### src/rtl/tra_pkg.sv
package tra_pkg;
  localparam int LINES      = 32;
  localparam int CODE_W     = 8;
  localparam int CUSTOM_LO  = 16;
  localparam int LINE_EXT   = 11;
  localparam int LINE_SOFT  = 3;
  localparam int LINE_TIMER = 7;
  localparam int NMI_BASE   = 128;
  localparam logic [LINES-1:0] USABLE =
    ({LINES{1'b1}} << CUSTOM_LO) | (LINES'(1) << LINE_EXT) |
    (LINES'(1) << LINE_SOFT) | (LINES'(1) << LINE_TIMER);

  typedef enum logic [1:0] {
    FAULT_LD_BUS  = 2'd0,
    FAULT_ST_BUS  = 2'd1,
    FAULT_LD_PAR  = 2'd2,
    FAULT_ST_PAR  = 2'd3
  } faultKind_t;

  typedef struct packed {
    logic       nmiVisible;
    faultKind_t nmiKind;
    logic       regularAllowed;
  } ctrlStrobes_t;
endpackage

### src/rtl/tra_ctrl.sv
module tra_ctrl
  import tra_pkg::*;
(
  input  logic         clk,
  input  logic         rstN,
  input  logic         globalEnable,
  input  logic         debugMode,
  input  logic         singleStep,
  input  logic         stepIrqEnable,
  input  logic         dataErr,
  input  logic         dataRvalid,
  input  logic         accessIsStore,
  input  logic         loadParityFault,
  input  logic         storeParityFault,
  input  logic         trapTaken,
  output ctrlStrobes_t strobes,
  output logic         nmiPending
);
  logic       pendingQ;
  faultKind_t kindQ;
  logic       shownQ;
  logic       busFault;
  logic       faultAny;
  faultKind_t faultKind;
  logic       nmiAck;
  logic       canLatch;
  logic       nmiLive;
  logic       nmiMasked;

  assign busFault = dataErr && dataRvalid;
  assign faultAny = busFault || loadParityFault || storeParityFault;

  // Highest code wins when several faults arrive together.
  always_comb begin
    if (storeParityFault)            faultKind = FAULT_ST_PAR;
    else if (loadParityFault)        faultKind = FAULT_LD_PAR;
    else if (busFault && accessIsStore) faultKind = FAULT_ST_BUS;
    else                             faultKind = FAULT_LD_BUS;
  end

  assign nmiAck    = trapTaken && shownQ;
  assign canLatch  = !pendingQ || nmiAck;
  assign nmiLive   = pendingQ && !nmiAck;
  assign nmiMasked = debugMode || (singleStep && !stepIrqEnable);

  always_ff @(posedge clk or negedge rstN) begin
    if (!rstN) begin
      pendingQ <= 1'b0;
      kindQ    <= FAULT_LD_BUS;
      shownQ   <= 1'b0;
    end else begin
      if (canLatch) begin
        pendingQ <= faultAny;
        if (faultAny) kindQ <= faultKind;
      end
      shownQ <= nmiLive && !nmiMasked;
    end
  end

  assign strobes.nmiVisible     = nmiLive && !nmiMasked;
  assign strobes.nmiKind        = kindQ;
  assign strobes.regularAllowed = globalEnable && !debugMode;
  assign nmiPending             = pendingQ;
endmodule

### src/rtl/tra_datapath.sv
module tra_datapath
  import tra_pkg::*;
(
  input  logic              clk,
  input  logic              rstN,
  input  logic [LINES-1:0]  irqLines,
  input  logic [LINES-1:0]  irqEnable,
  input  ctrlStrobes_t      strobes,
  output logic              reqValid,
  output logic [CODE_W-1:0] reqCode
);
  logic [LINES-1:0]  pendingMask;
  logic [LINES-1:0]  armed;
  logic              customHit;
  logic [CODE_W-1:0] customCode;
  logic              regularHit;
  logic [CODE_W-1:0] regularCode;
  logic              nextValid;
  logic [CODE_W-1:0] nextCode;

  assign pendingMask = irqLines & USABLE;
  assign armed       = pendingMask & irqEnable;

  // Ascending scan: the last hit, i.e. the highest line, is kept.
  always_comb begin
    customHit  = 1'b0;
    customCode = '0;
    for (int i = CUSTOM_LO; i < LINES; i++) begin
      if (armed[i]) begin
        customHit  = 1'b1;
        customCode = CODE_W'(i);
      end
    end
  end

  always_comb begin
    regularHit  = 1'b1;
    regularCode = customCode;
    if (!customHit) begin
      if (armed[LINE_EXT])        regularCode = CODE_W'(LINE_EXT);
      else if (armed[LINE_SOFT])  regularCode = CODE_W'(LINE_SOFT);
      else if (armed[LINE_TIMER]) regularCode = CODE_W'(LINE_TIMER);
      else                        regularHit  = 1'b0;
    end
  end

  always_comb begin
    if (strobes.nmiVisible) begin
      nextValid = 1'b1;
      nextCode  = CODE_W'(NMI_BASE) + CODE_W'(strobes.nmiKind);
    end else if (strobes.regularAllowed && regularHit) begin
      nextValid = 1'b1;
      nextCode  = regularCode;
    end else begin
      nextValid = 1'b0;
      nextCode  = '0;
    end
  end

  always_ff @(posedge clk or negedge rstN) begin
    if (!rstN) begin
      reqValid <= 1'b0;
      reqCode  <= '0;
    end else begin
      reqValid <= nextValid;
      reqCode  <= nextCode;
    end
  end
endmodule

### src/rtl/trap_request_arbiter.sv
module trap_request_arbiter
  import tra_pkg::*;
(
  input  logic              clk,
  input  logic              rstN,
  input  logic [LINES-1:0]  irqLines,
  input  logic [LINES-1:0]  irqEnable,
  input  logic              globalEnable,
  input  logic              debugMode,
  input  logic              singleStep,
  input  logic              stepIrqEnable,
  input  logic              dataErr,
  input  logic              dataRvalid,
  input  logic              accessIsStore,
  input  logic              loadParityFault,
  input  logic              storeParityFault,
  input  logic              trapTaken,
  output logic              reqValid,
  output logic [CODE_W-1:0] reqCode,
  output logic              nmiPending
);
  ctrlStrobes_t strobes;

  tra_ctrl u_ctrl (
    .clk(clk), .rstN(rstN),
    .globalEnable(globalEnable), .debugMode(debugMode),
    .singleStep(singleStep), .stepIrqEnable(stepIrqEnable),
    .dataErr(dataErr), .dataRvalid(dataRvalid), .accessIsStore(accessIsStore),
    .loadParityFault(loadParityFault), .storeParityFault(storeParityFault),
    .trapTaken(trapTaken), .strobes(strobes), .nmiPending(nmiPending)
  );

  tra_datapath u_dp (
    .clk(clk), .rstN(rstN),
    .irqLines(irqLines), .irqEnable(irqEnable),
    .strobes(strobes), .reqValid(reqValid), .reqCode(reqCode)
  );
endmodule

### config.mk
export PLATFORM = sky130hd
export DESIGN_NAME = trap_request_arbiter
export DESIGN_NICKNAME = d
export VERILOG_FILES = /design/src/rtl/tra_pkg.sv /design/src/rtl/tra_ctrl.sv /design/src/rtl/tra_datapath.sv /design/src/rtl/trap_request_arbiter.sv
export SDC_FILE = /design/constraint.sdc
export NUM_CORES = 1
export LEC_CHECK = 0
export BUFFER_PORTS_ARGS = -buffer_cell sky130_fd_sc_hd__buf_4
export CAP_MARGIN = 30
export CORE_MARGIN = 2
export CORE_UTILIZATION = 33
export DETAILED_ROUTE_END_ITERATION = 16
export PLACE_DENSITY = 0.79
export SLEW_MARGIN = 30
export SYNTH_ARGS = -nofsm -noshare
export SYNTH_HDL_FRONTEND = slang
export SYNTH_SLANG_ARGS = --single-unit
### constraint.sdc
create_clock -name clk -period 1.7 [get_ports clk]
set_input_delay 0.255 -clock clk [delete_from_list [all_inputs] [get_ports clk]]
set_output_delay 0.255 -clock clk [all_outputs]
set_load 0.05 [all_outputs]
==> flow_summary.yaml <==
clock_tree:
  cts_setup_buffers: 0
  cts_tree: "yes"
  tritoncts_num_sinks: 10
  cts_buffer_depth: 2
  htree_levels: 1
  clockRootBuffer: "clkbuf_4"
  clkTransAtPathRegs_ns: 0.06
  cts_buffers: 3
  insertion_delay_ns: 0.27
drt:
  drt_iter0_drc: 13
  ant_nets: 0
  vias: 883
  vias_per_cell: 5.19
  drt_wl_total_mm: 2.10
  drc: 0
  wl_per_cell_um: 12.4
  firstDrtPassIters: 5
logic_synthesis:
  synth_seq_cells: 10
  yosys.area.top_type: "dfrtp_1"
  synth_cell_type_count: 25
  avgSynthCellArea_um2: 9.35
  ys_seq_area_share_pct: 33.1
  postSynthCellCount: 81
  synthTopCellsByArea: "dfrtp_1 33%, a22oi_2 9.9%, nand2_1 6.0%"
  synth_top_area_share_pct: 33.1
  netlist_area_um2: 757
  yosys_warnings: 0
floorplanning:
  fp-row-count: 17
  coreArea_um2: 2190
  io_pins: 86
  start_util_pct: 34.6
  die-width_um: 51.9
  die_h_um: 51.9
  die-area_um2: 2690
hold_path:
  hp-class: "primary input to flip-flop"
  hp-start: "debugMode"
status:
  status: "complete, no violations"
sta:
  worst_hold_slack_ns: 0.174
  rsz0062_at_grt: "no"
  relSlewSlack_pct: 63.6
  min_period_over_period_pct: 84.7
  fmax_mhz: 694
  setup_violations: 0
  finalCriticalPeriod_ns: 1.44
  final.setup_skew_ns: 0.00499
  fin_tns_setup_ns: 0
  hold_viol_final: 0
  slew_violations: 0
  tightest_slew_ns: 0.540
power_and_ir_drop:
  vdd_drop_max_v: 0.000404
  powerDensity_nw_per_um2: 633
  p_total_mw: 0.794
  power.leakage_nw: 0.609
placed_design:
  place_hpwl_mm: 1.89
  gp_congestion: 0.783
  portBuffers: 57
setup_path:
  cp.required_ns: 1.89
  reg2reg_from: "u_dp.reqCode[7]"
  crit_path_end_kind: "flip-flop"
  path_max_fanout: 6
  crit_type: "flip-flop to flip-flop"
  crit_start: "u_dp.reqCode[7]"
  cp.arrival_ns: 1.63
  start_kind: "flip-flop"
finish:
  layout_commonest_cell: "buf_4"
  fillCellCount: 190
  final_cell_mix: "58 x buf_4, 12 x nand2_1, 10 x dfrtp_1, 8 x o21ai_0, 7 x nor2_1"
  layout-drive-gt1-share_pct: 53.5
  nets: 219
  syn_to_final_growth_pct: 65.8
  diodes: 0
global_routing:
  grt_usage_pct: 16.8
  first_global_vias: 909
  grt_overflow: 0
  grt_pass1_wl_mm: 3.42
  grt_max_degree: 11
  antenna_found_initial: 0
run:
  drv_cap: 0
layer usage:
layer	part of all wire, %	track usage (%)
met5	0	0
met4	0.43	6.14
met3	8.1	4.31
met2	56	32.7
met1	36	16.8
Yosys cell counts:
cell type	count
a22oi_4	1
a22oi_2	6
nand3b_1	1
buf_4	3
a32o_1	2
inv_1	3
dfrtp_1	10
conb_1	1
or2_4	1
or2b_1	1
o2111ai_4	1
a22o_1	2
o2111ai_1	1
a221oi_1	2
o21ai_2	2
a22oi_1	3
nand4_2	2
nor2_1	7
a31oi_1	4
nor3b_2	1
nand2_1	12
a21oi_1	3
o21ai_0	8
a21boi_0	1
nor3b_1	3
sequential cells by signal, summed over array words and instances, names as in the netlist:
| register | count |
|---|---|
| u_dp.reqCode | 6 |
| u_ctrl.kindQ | 2 |
| u_ctrl.nmiPending | 1 |
| u_dp.reqValid | 1 |
final timing paths:
check                                        to  slack (ns)  cells after the start
worst max-delay path            u_dp.reqCode[1]        0.26                      5
worst min-delay path              u_dp.reqValid        0.17                      2
worst max register to register  u_dp.reqCode[1]        0.26                      5
worst min register to register  u_dp.reqCode[1]        0.50                      2
max in group asynchronous       u_dp.reqCode[3]        1.21                      2
min in group asynchronous       u_dp.reqCode[7]        0.35                      2
final cells by class:
class                           instances  area, um2  area share, %
Timing Repair Buffer                   59        445           35.5
Clock buffer                            4       36.3           2.89
Multi-Input combinational cell         66        477           38.0
Tap cell                               28       35.0           2.79
Sequential cell                        10        250           19.9
Inverter                                3       11.3          0.897
worst max-delay path: stages (launching register included):
cell and delay [ns]:
dfrtp_1 0.38, a21boi_1 0.29, o21ai_0 0.31, nor2_1 0.24
nand2_1 0.10, o21ai_2 0.06
what timing repair did:
| action | in CTS | in global routing |
|---|---|---|
| endpoints found under the setup margin | 0 | 2 |
| endpoints found under the hold margin | 10 | 0 |
| resized for setup | 0 | 1 |
| hold buffers | 1 | 0 |
where the power goes:
part | internal, mW | switching [mW]
clock | 0.130 | 0.0789
sequential | 0.262 | 0.0105
combinational | 0.147 | 0.166
total | 0.539 | 0.255
logic make-up (layout without fill, tap and decap cells):
kind of cell,Yosys count,after routing,share of synthesized area (%)
AO/OA/AOI/OAI,36,36,41.5
AND/OR/NAND/NOR,28,28,20.5
flip-flops,10,10,33.1
buffers and inverters,6,66,4.46
other,1,2,0.495
through the flow:
step	worst slack (ns)	instances	cell area, um2	util, %
after global routing	0.138	170	1250	57.3
final	0.260	170	1250	57.3
after CTS	0.0926	170	1250	57.3
after floorplan	0.0413	82	761	-
after global placement	0.132	165	1210	55.2
after detailed placement	0.0935	165	1210	55.2
(Power assumes the default switching activity.)
